===== src/rtl/rcv_region_pkg.sv =====
// Package: shared commit-kind encoding for the region recovery controller.
// Assumes the commit stage presents one classified instruction per cycle.
package rcv_region_pkg;
    typedef enum logic [1:0] {
        CK_PLAIN  = 2'b00,
        CK_MARK   = 2'b01,
        CK_ATOMIC = 2'b10,
        CK_RSVD   = 2'b11
    } cmt_kind_e;
endpackage


===== src/rtl/rcv_region_track.sv =====
// Region tracker: decodes region markers and atomics at commit, holds the
// mode flag, the handler address and the post-exit detection window.
// Assumes flush is the redirect firing this cycle; flush overrides commits.
module rcv_region_track
    import rcv_region_pkg::*;
#(
    parameter int PC_W    = 32,
    parameter int DET_LAT = 6
) (
    input  logic            clk,
    input  logic            rst_n,
    input  logic            cmt_valid,
    input  logic [1:0]      cmt_kind,
    input  logic [PC_W-1:0] cmt_operand,
    input  logic            flush,
    output logic            relaxed,
    output logic [PC_W-1:0] rpc,
    output logic            covered,
    output logic            illegal_err
);
    localparam int GW = $clog2(DET_LAT + 1);
    localparam logic [GW-1:0] GRACE_INIT = GW'(DET_LAT);

    logic [GW-1:0] grace;
    logic is_mark, is_enter, is_exit, is_atomic;

    // Classify the committing instruction.
    always_comb begin
        is_mark   = cmt_valid && (cmt_kind_e'(cmt_kind) == CK_MARK);
        is_enter  = is_mark && (|cmt_operand);
        is_exit   = is_mark && !(|cmt_operand);
        is_atomic = cmt_valid && (cmt_kind_e'(cmt_kind) == CK_ATOMIC);
    end

    // Mode flag, handler address and post-exit window counter.
    always_ff @(posedge clk) begin
        if (!rst_n) begin
            relaxed <= 1'b0;
            rpc     <= '0;
            grace   <= '0;
        end else if (flush) begin
            relaxed <= 1'b0;
            grace   <= '0;
        end else if (is_enter && !relaxed) begin
            relaxed <= 1'b1;
            rpc     <= cmt_operand;
            grace   <= '0;
        end else if (is_exit && relaxed) begin
            relaxed <= 1'b0;
            grace   <= GRACE_INIT;
        end else if (grace != '0) begin
            grace   <= grace - 1'b1;
        end
    end

    // Illegal-operation pulse: nested open or atomic inside a region.
    always_ff @(posedge clk) begin
        if (!rst_n) illegal_err <= 1'b0;
        else        illegal_err <= relaxed && (is_enter || is_atomic);
    end

    // A fault now is attributable to the region.
    assign covered = relaxed || (grace != '0);
endmodule


===== src/rtl/rcv_fault_route.sv =====
// Fault router: turns a detector report into a redirect when covered by a
// region, or into an unrecoverable-fault pulse otherwise. Registered outputs.
module rcv_fault_route #(
    parameter int PC_W = 32
) (
    input  logic            clk,
    input  logic            rst_n,
    input  logic            fault_valid,
    input  logic            covered,
    input  logic [PC_W-1:0] rpc,
    output logic            fire,
    output logic            redirect_valid,
    output logic [PC_W-1:0] redirect_pc,
    output logic            unrec_fault
);
    // Redirect decision this cycle.
    assign fire = fault_valid && covered;

    // Register the redirect request, its target and the unrecoverable flag.
    always_ff @(posedge clk) begin
        if (!rst_n) begin
            redirect_valid <= 1'b0;
            redirect_pc    <= '0;
            unrec_fault    <= 1'b0;
        end else begin
            redirect_valid <= fire;
            redirect_pc    <= fire ? rpc : '0;
            unrec_fault    <= fault_valid && !covered;
        end
    end
endmodule


===== src/rtl/rcv_exc_gate.sv =====
// Exception gate: holds a trap raised inside a region for DET_LAT cycles so
// a late fault can still redirect; also holds through the redirect cycle.
// Assumes exc_req stays high until the trap is taken or the pipe flushes.
module rcv_exc_gate #(
    parameter int DET_LAT = 6
) (
    input  logic clk,
    input  logic rst_n,
    input  logic exc_req,
    input  logic covered,
    input  logic fire,
    input  logic redirect_valid,
    output logic exc_hold
);
    localparam int CW = $clog2(DET_LAT + 1);
    localparam logic [CW-1:0] WAIT_INIT = CW'(DET_LAT - 1);

    logic          armed;
    logic [CW-1:0] cnt;

    // Arm on the first covered request cycle and count the remaining wait.
    always_ff @(posedge clk) begin
        if (!rst_n || !exc_req || fire) begin
            armed <= 1'b0;
            cnt   <= '0;
        end else if (!armed && covered) begin
            armed <= 1'b1;
            cnt   <= WAIT_INIT;
        end else if (cnt != '0) begin
            cnt   <= cnt - 1'b1;
        end
    end

    // Hold while detection for the trapping instruction is pending.
    assign exc_hold = exc_req && ((!armed && covered) || (cnt != '0) || redirect_valid);
endmodule


===== src/rtl/rcv_region_ctrl.sv =====
// Top: recoverable-region fault redirect controller. Ties the region
// tracker, fault router and exception gate together.
// Assumes DET_LAT >= 1 is the detector's worst-case report latency.
module rcv_region_ctrl #(
    parameter int PC_W    = 32,
    parameter int DET_LAT = 6
) (
    input  logic            clk,
    input  logic            rst_n,
    input  logic            cmt_valid,
    input  logic [1:0]      cmt_kind,
    input  logic [PC_W-1:0] cmt_operand,
    input  logic            fault_valid,
    input  logic            exc_req,
    output logic            redirect_valid,
    output logic [PC_W-1:0] redirect_pc,
    output logic            exc_hold,
    output logic            illegal_err,
    output logic            unrec_fault,
    output logic            relaxed_mode
);
    logic            covered;
    logic            fire;
    logic [PC_W-1:0] rpc;

    rcv_region_track #(.PC_W(PC_W), .DET_LAT(DET_LAT)) i_track (
        .clk(clk), .rst_n(rst_n), .cmt_valid(cmt_valid), .cmt_kind(cmt_kind),
        .cmt_operand(cmt_operand), .flush(fire), .relaxed(relaxed_mode),
        .rpc(rpc), .covered(covered), .illegal_err(illegal_err)
    );

    rcv_fault_route #(.PC_W(PC_W)) i_route (
        .clk(clk), .rst_n(rst_n), .fault_valid(fault_valid), .covered(covered),
        .rpc(rpc), .fire(fire), .redirect_valid(redirect_valid),
        .redirect_pc(redirect_pc), .unrec_fault(unrec_fault)
    );

    rcv_exc_gate #(.DET_LAT(DET_LAT)) i_gate (
        .clk(clk), .rst_n(rst_n), .exc_req(exc_req), .covered(covered),
        .fire(fire), .redirect_valid(redirect_valid), .exc_hold(exc_hold)
    );
endmodule


===== config.mk =====
export PLATFORM = sky130hd
export DESIGN_NAME = rcv_region_ctrl
export DESIGN_NICKNAME = d
export VERILOG_FILES = /design/src/rtl/rcv_region_pkg.sv /design/src/rtl/rcv_region_track.sv /design/src/rtl/rcv_fault_route.sv /design/src/rtl/rcv_exc_gate.sv /design/src/rtl/rcv_region_ctrl.sv
export SDC_FILE = /design/constraint.sdc
export NUM_CORES = 1
export LEC_CHECK = 0
export CORE_ASPECT_RATIO = 1.5
export CORE_MARGIN = 1
export CORE_UTILIZATION = 43
export CTS_CLUSTER_DIAMETER = 80
export CTS_CLUSTER_SIZE = 16
export DETAILED_ROUTE_END_ITERATION = 10
export HOLD_SLACK_MARGIN = 0.03
export PLACE_DENSITY_LB_ADDON = 0.2
export SYNTH_ARGS = -nofsm -noshare
export SYNTH_HDL_FRONTEND = slang
export SYNTH_SLANG_ARGS = --single-unit

===== constraint.sdc =====
create_clock -name clk -period 1.5 [get_ports clk]
set_input_delay 0.3 -clock clk [delete_from_list [all_inputs] [get_ports clk]]
set_output_delay 0.3 -clock clk [all_outputs]
set_load 0.01 [all_outputs]

==> flow_summary.ini <==
[route]
firstDrtPassIters = 4
route.final.wire_length_mm = 7.31
drt_drc_violations_left = 0
via_per_instance_ratio = 4.86
dr_total_vias = 2388
wl_per_cell_um = 14.9
dr.first_iter.drc_count = 106
antenna_violating_nets_post_route = 0

[critical_path]
cp.buffers_inverters = 1
path_cells = nor2_4 > ha_4 > a21oi_2 > o31a_1 > buf_2
worst_setup_path_start_kind = flip-flop
critical-path-top-delay-family = flip-flops
r2r_start = i_track.grace[1]
cpMaxStageDelayCell = dfxtp_2
timing.reg2reg.setup_slack_ps = -200
max_stage_delay_ps = 350
critPathRequiredTime_ps = 1200
worstPathMaxFanout = 2
critical_path_class = flip-flop to primary output
cp.arrival_ps = 1430
worstSetupStartpoint = i_track.grace[1]
end_kind = primary output

[power_and_ir_drop]
cellInternalPower_w = 0.00308
sequentialPowerShare_pct = 49.8
power_switching_share_pct = 25.4
power.density_nw_per_um2 = 904
clkPwrFrac_pct = 39.1
p_total_w = 0.00413
net-switching-power_w = 0.00105
power.leakage_nw = 2.27
peakVddDrop_mv = 0.679
pwr-share-comb_pct = 11.1

[finish]
fillerInstances = 510
non_filler_cells_in_the_finished_layout = 491
post_route_utilization_pct = 69.9
insertedDiodeCount = 0
final_layout_size_suffix_gt1_share_pct = 30.6
flow.area_growth_from_synthesis_pct = 55.5
nNetsFinal = 454

[yosys]
synth_largest_type_area_fraction_pct = 51.2
post-synth-top-count-cell = dfxtp_1
ys_ff_latch = 75
post_synth_most_frequent_cells = 75 x dfxtp_1, 69 x nand2_1, 34 x mux2i_1
syn-cell-area_um2 = 2940
dominantRegCellSynth = dfxtp_1
synth.yosys.seq_area_share_pct = 51.2
yosys.cell_types.count = 33
async_flop_share_pct = 0
number_of_flops_mapped_to_enable_cells_by_yosys = 0
synth.yosys.warnings = 0
biggest_area_consumer_among_synthesized_cells = dfxtp_1
synthesis.area_per_instance_um2 = 10.3
synth.net_count = 330
synthesis.instances = 286
synth.top_cells.by_area = dfxtp_1 51%, mux2i_1 12%, nand2_1 8.8%

[floorplan]
start_util_pct = 44.9
floorplan.rows = 36
dieHeight_um = 103
io_pins = 76
floorplan.die_area_um2 = 7170
core_area_um2 = 6530
fp.dieW_um = 69.5

[global_route]
grt_pass1_wl_mm = 10.6
antenna_violations_before_repair = 0
maximum_number_of_pins_on_one_net_before_global_route_repair = 41
global_route.overflow_total = 0
grt_pass1_vias = 2319
groute.usage.overall_pct = 18.7

[timing]
setup_slack_ps = -235
finalHoldViolations = 0
fmax_mhz = 576
grt_setup_unrepaired = yes
final_count_of_pins_violating_max_slew = 0
post-route-min-period_ps = 1730
clock_skew_ps = 5.13
max_slew.worst_pin.slew_ps = 431
timing.final.setup_violations = 70
portion_of_the_clock_cycle_consumed_by_the_worst_path_in_the_final_layout_pct = 116
slew_headroom_pct = 71.0

[place]
place.detailed.hpwl_mm = 4.18
numPlacedInstances = 455
gpl.final_weighted_congestion = 0.815
io_buffer_count = 75

[cts]
cts_inserted_buffers = 9
clock_tree.buffer_depth = 2
insertion_delay_ps = 350
clkTransAtPathRegs_ps = 90
cts_root_buffer = clkbuf_8
htree_levels = 3
clock_tree_from_tritoncts = done
count_of_clock_tree_sinks = 75

[hold_path]
hold_path.startpoint = cmt_operand[24]
hold_class = primary input to flip-flop

[run]
drv.max_cap_violation_count = 0

[outcome]
status = complete, but fails checks
violations = setup timing
-- metal layers --
metal	vias to the layer above	global-route usage (%)	routed length (um)
li1	1194	-	-
met1	1114	21.6	2860
met2	71	33.5	4000
met3	9	3.00	313
met4	0	9.73	133
met5	-	0	0
-- metrics by stage --
step / worst slack [ps] / hold WS, ps / TNS (ps) / cell area (um^2)
after floorplan: -59.7 / 430 / -1810 / 2960
after global placement: -608 / 437 / -22860 / 3930
after detailed placement: -657 / 441 / -22950 / 3930
after CTS: -249 / 356 / -4240 / 4340
after global routing: -304 / 263 / -12580 / 4560
final: -235 / 264 / -9660 / 4560
-- sequential cells by signal, summed over array words and instances, names as in the netlist --
name	cells
i_track.illegal_err	1
i_route.redirect_pc	32
i_route.redirect_valid	1
i_gate.armed	1
i_gate.cnt	3
i_track.relaxed	1
i_route.unrec_fault	1
i_track.grace	3
i_track.rpc	32
-- worst min-delay path, stage by stage --
cell and delay [ps]:
dlymetal6s2s_1 150, nand2_1 60, mux2i_1 60
-- final cells by class --
cell class	instances	area, um^2	share of cell area, %
inverters	8	30.0	0.658
repair buffers	128	1290	28.3
multi-input cells	188	1430	31.4
clock buffers	9	124	2.71
clock inverters	7	82.6	1.81
flip-flops and latches	75	1510	33.0
well taps	76	95.1	2.08
-- worst paths after layout --
path                                                 to  depth (start not counted)
worst max-delay path                           exc_hold                          5
worst min-delay path                    i_track.rpc[24]                          3
worst max register to register           i_track.rpc[8]                          8
worst min register to register  i_route.redirect_pc[12]                          1
-- cell usage in the layout (no fill, tap or decap), types with 2 or more instances in the layout --
cell type / netlist / final
o21ai_0: 2 / 2
a21oi_1: 7 / 5
nand2b_4: 0 / 2
nand2_1: 69 / 65
buf_4: 0 / 35
o31a_1: 3 / 3
xor2_1: 2 / 2
ha_1: 5 / 2
buf_6: 3 / 7
clkdlybuf4s50_1: 0 / 6
clkbuf_16: 0 / 3
buf_12: 3 / 4
inv_6: 0 / 3
nand2_2: 0 / 4
and2_4: 0 / 13
dlygate4sd2_1: 0 / 49
inv_1: 8 / 4
buf_8: 0 / 3
buf_2: 0 / 2
mux2i_1: 34 / 34
nor4_2: 7 / 6
and2_1: 32 / 19
a211oi_2: 0 / 2
clkbuf_8: 1 / 9
clkinvlp_4: 0 / 2
nor3_1: 3 / 2
nor4_4: 1 / 4
dfxtp_2: 0 / 5
dlymetal6s2s_1: 0 / 17
dfxtp_1: 75 / 70
nor2_1: 5 / 4
ha_4: 0 / 3
nand4_2: 2 / 2
inv_2: 0 / 4
-- cells by family after synthesis --
family	share of synthesized area (%)
simple gates	23.7
compound gates	4.18
buf+inv	6.65
flops	51.2
mux	11.6
fa+ha+maj	2.13
xor+xnor	0.597
-- repair_timing --
action                                 in CTS  in global routing
endpoints found under the hold margin       0                  0
setup endpoints to repair                  62                 89
hold buffers                                0                  0
setup buffers                              12                  5
gates cloned                                2                  4
resized for setup                          83                 46
pin swaps                                  21                 29
-- power groups by stage --
stage	registers (W)	logic [W]	clock network [W]
after global placement	0.00210	0.000400	0
final	0.00205	0.000457	0.00161
after floorplan	0.00210	0.000190	0
after CTS	0.00205	0.000433	0.00165
after global routing	0.00206	0.000498	0.00174
after detailed placement	0.00210	0.000405	0
Note: power is estimated with default switching activity, not from simulation.
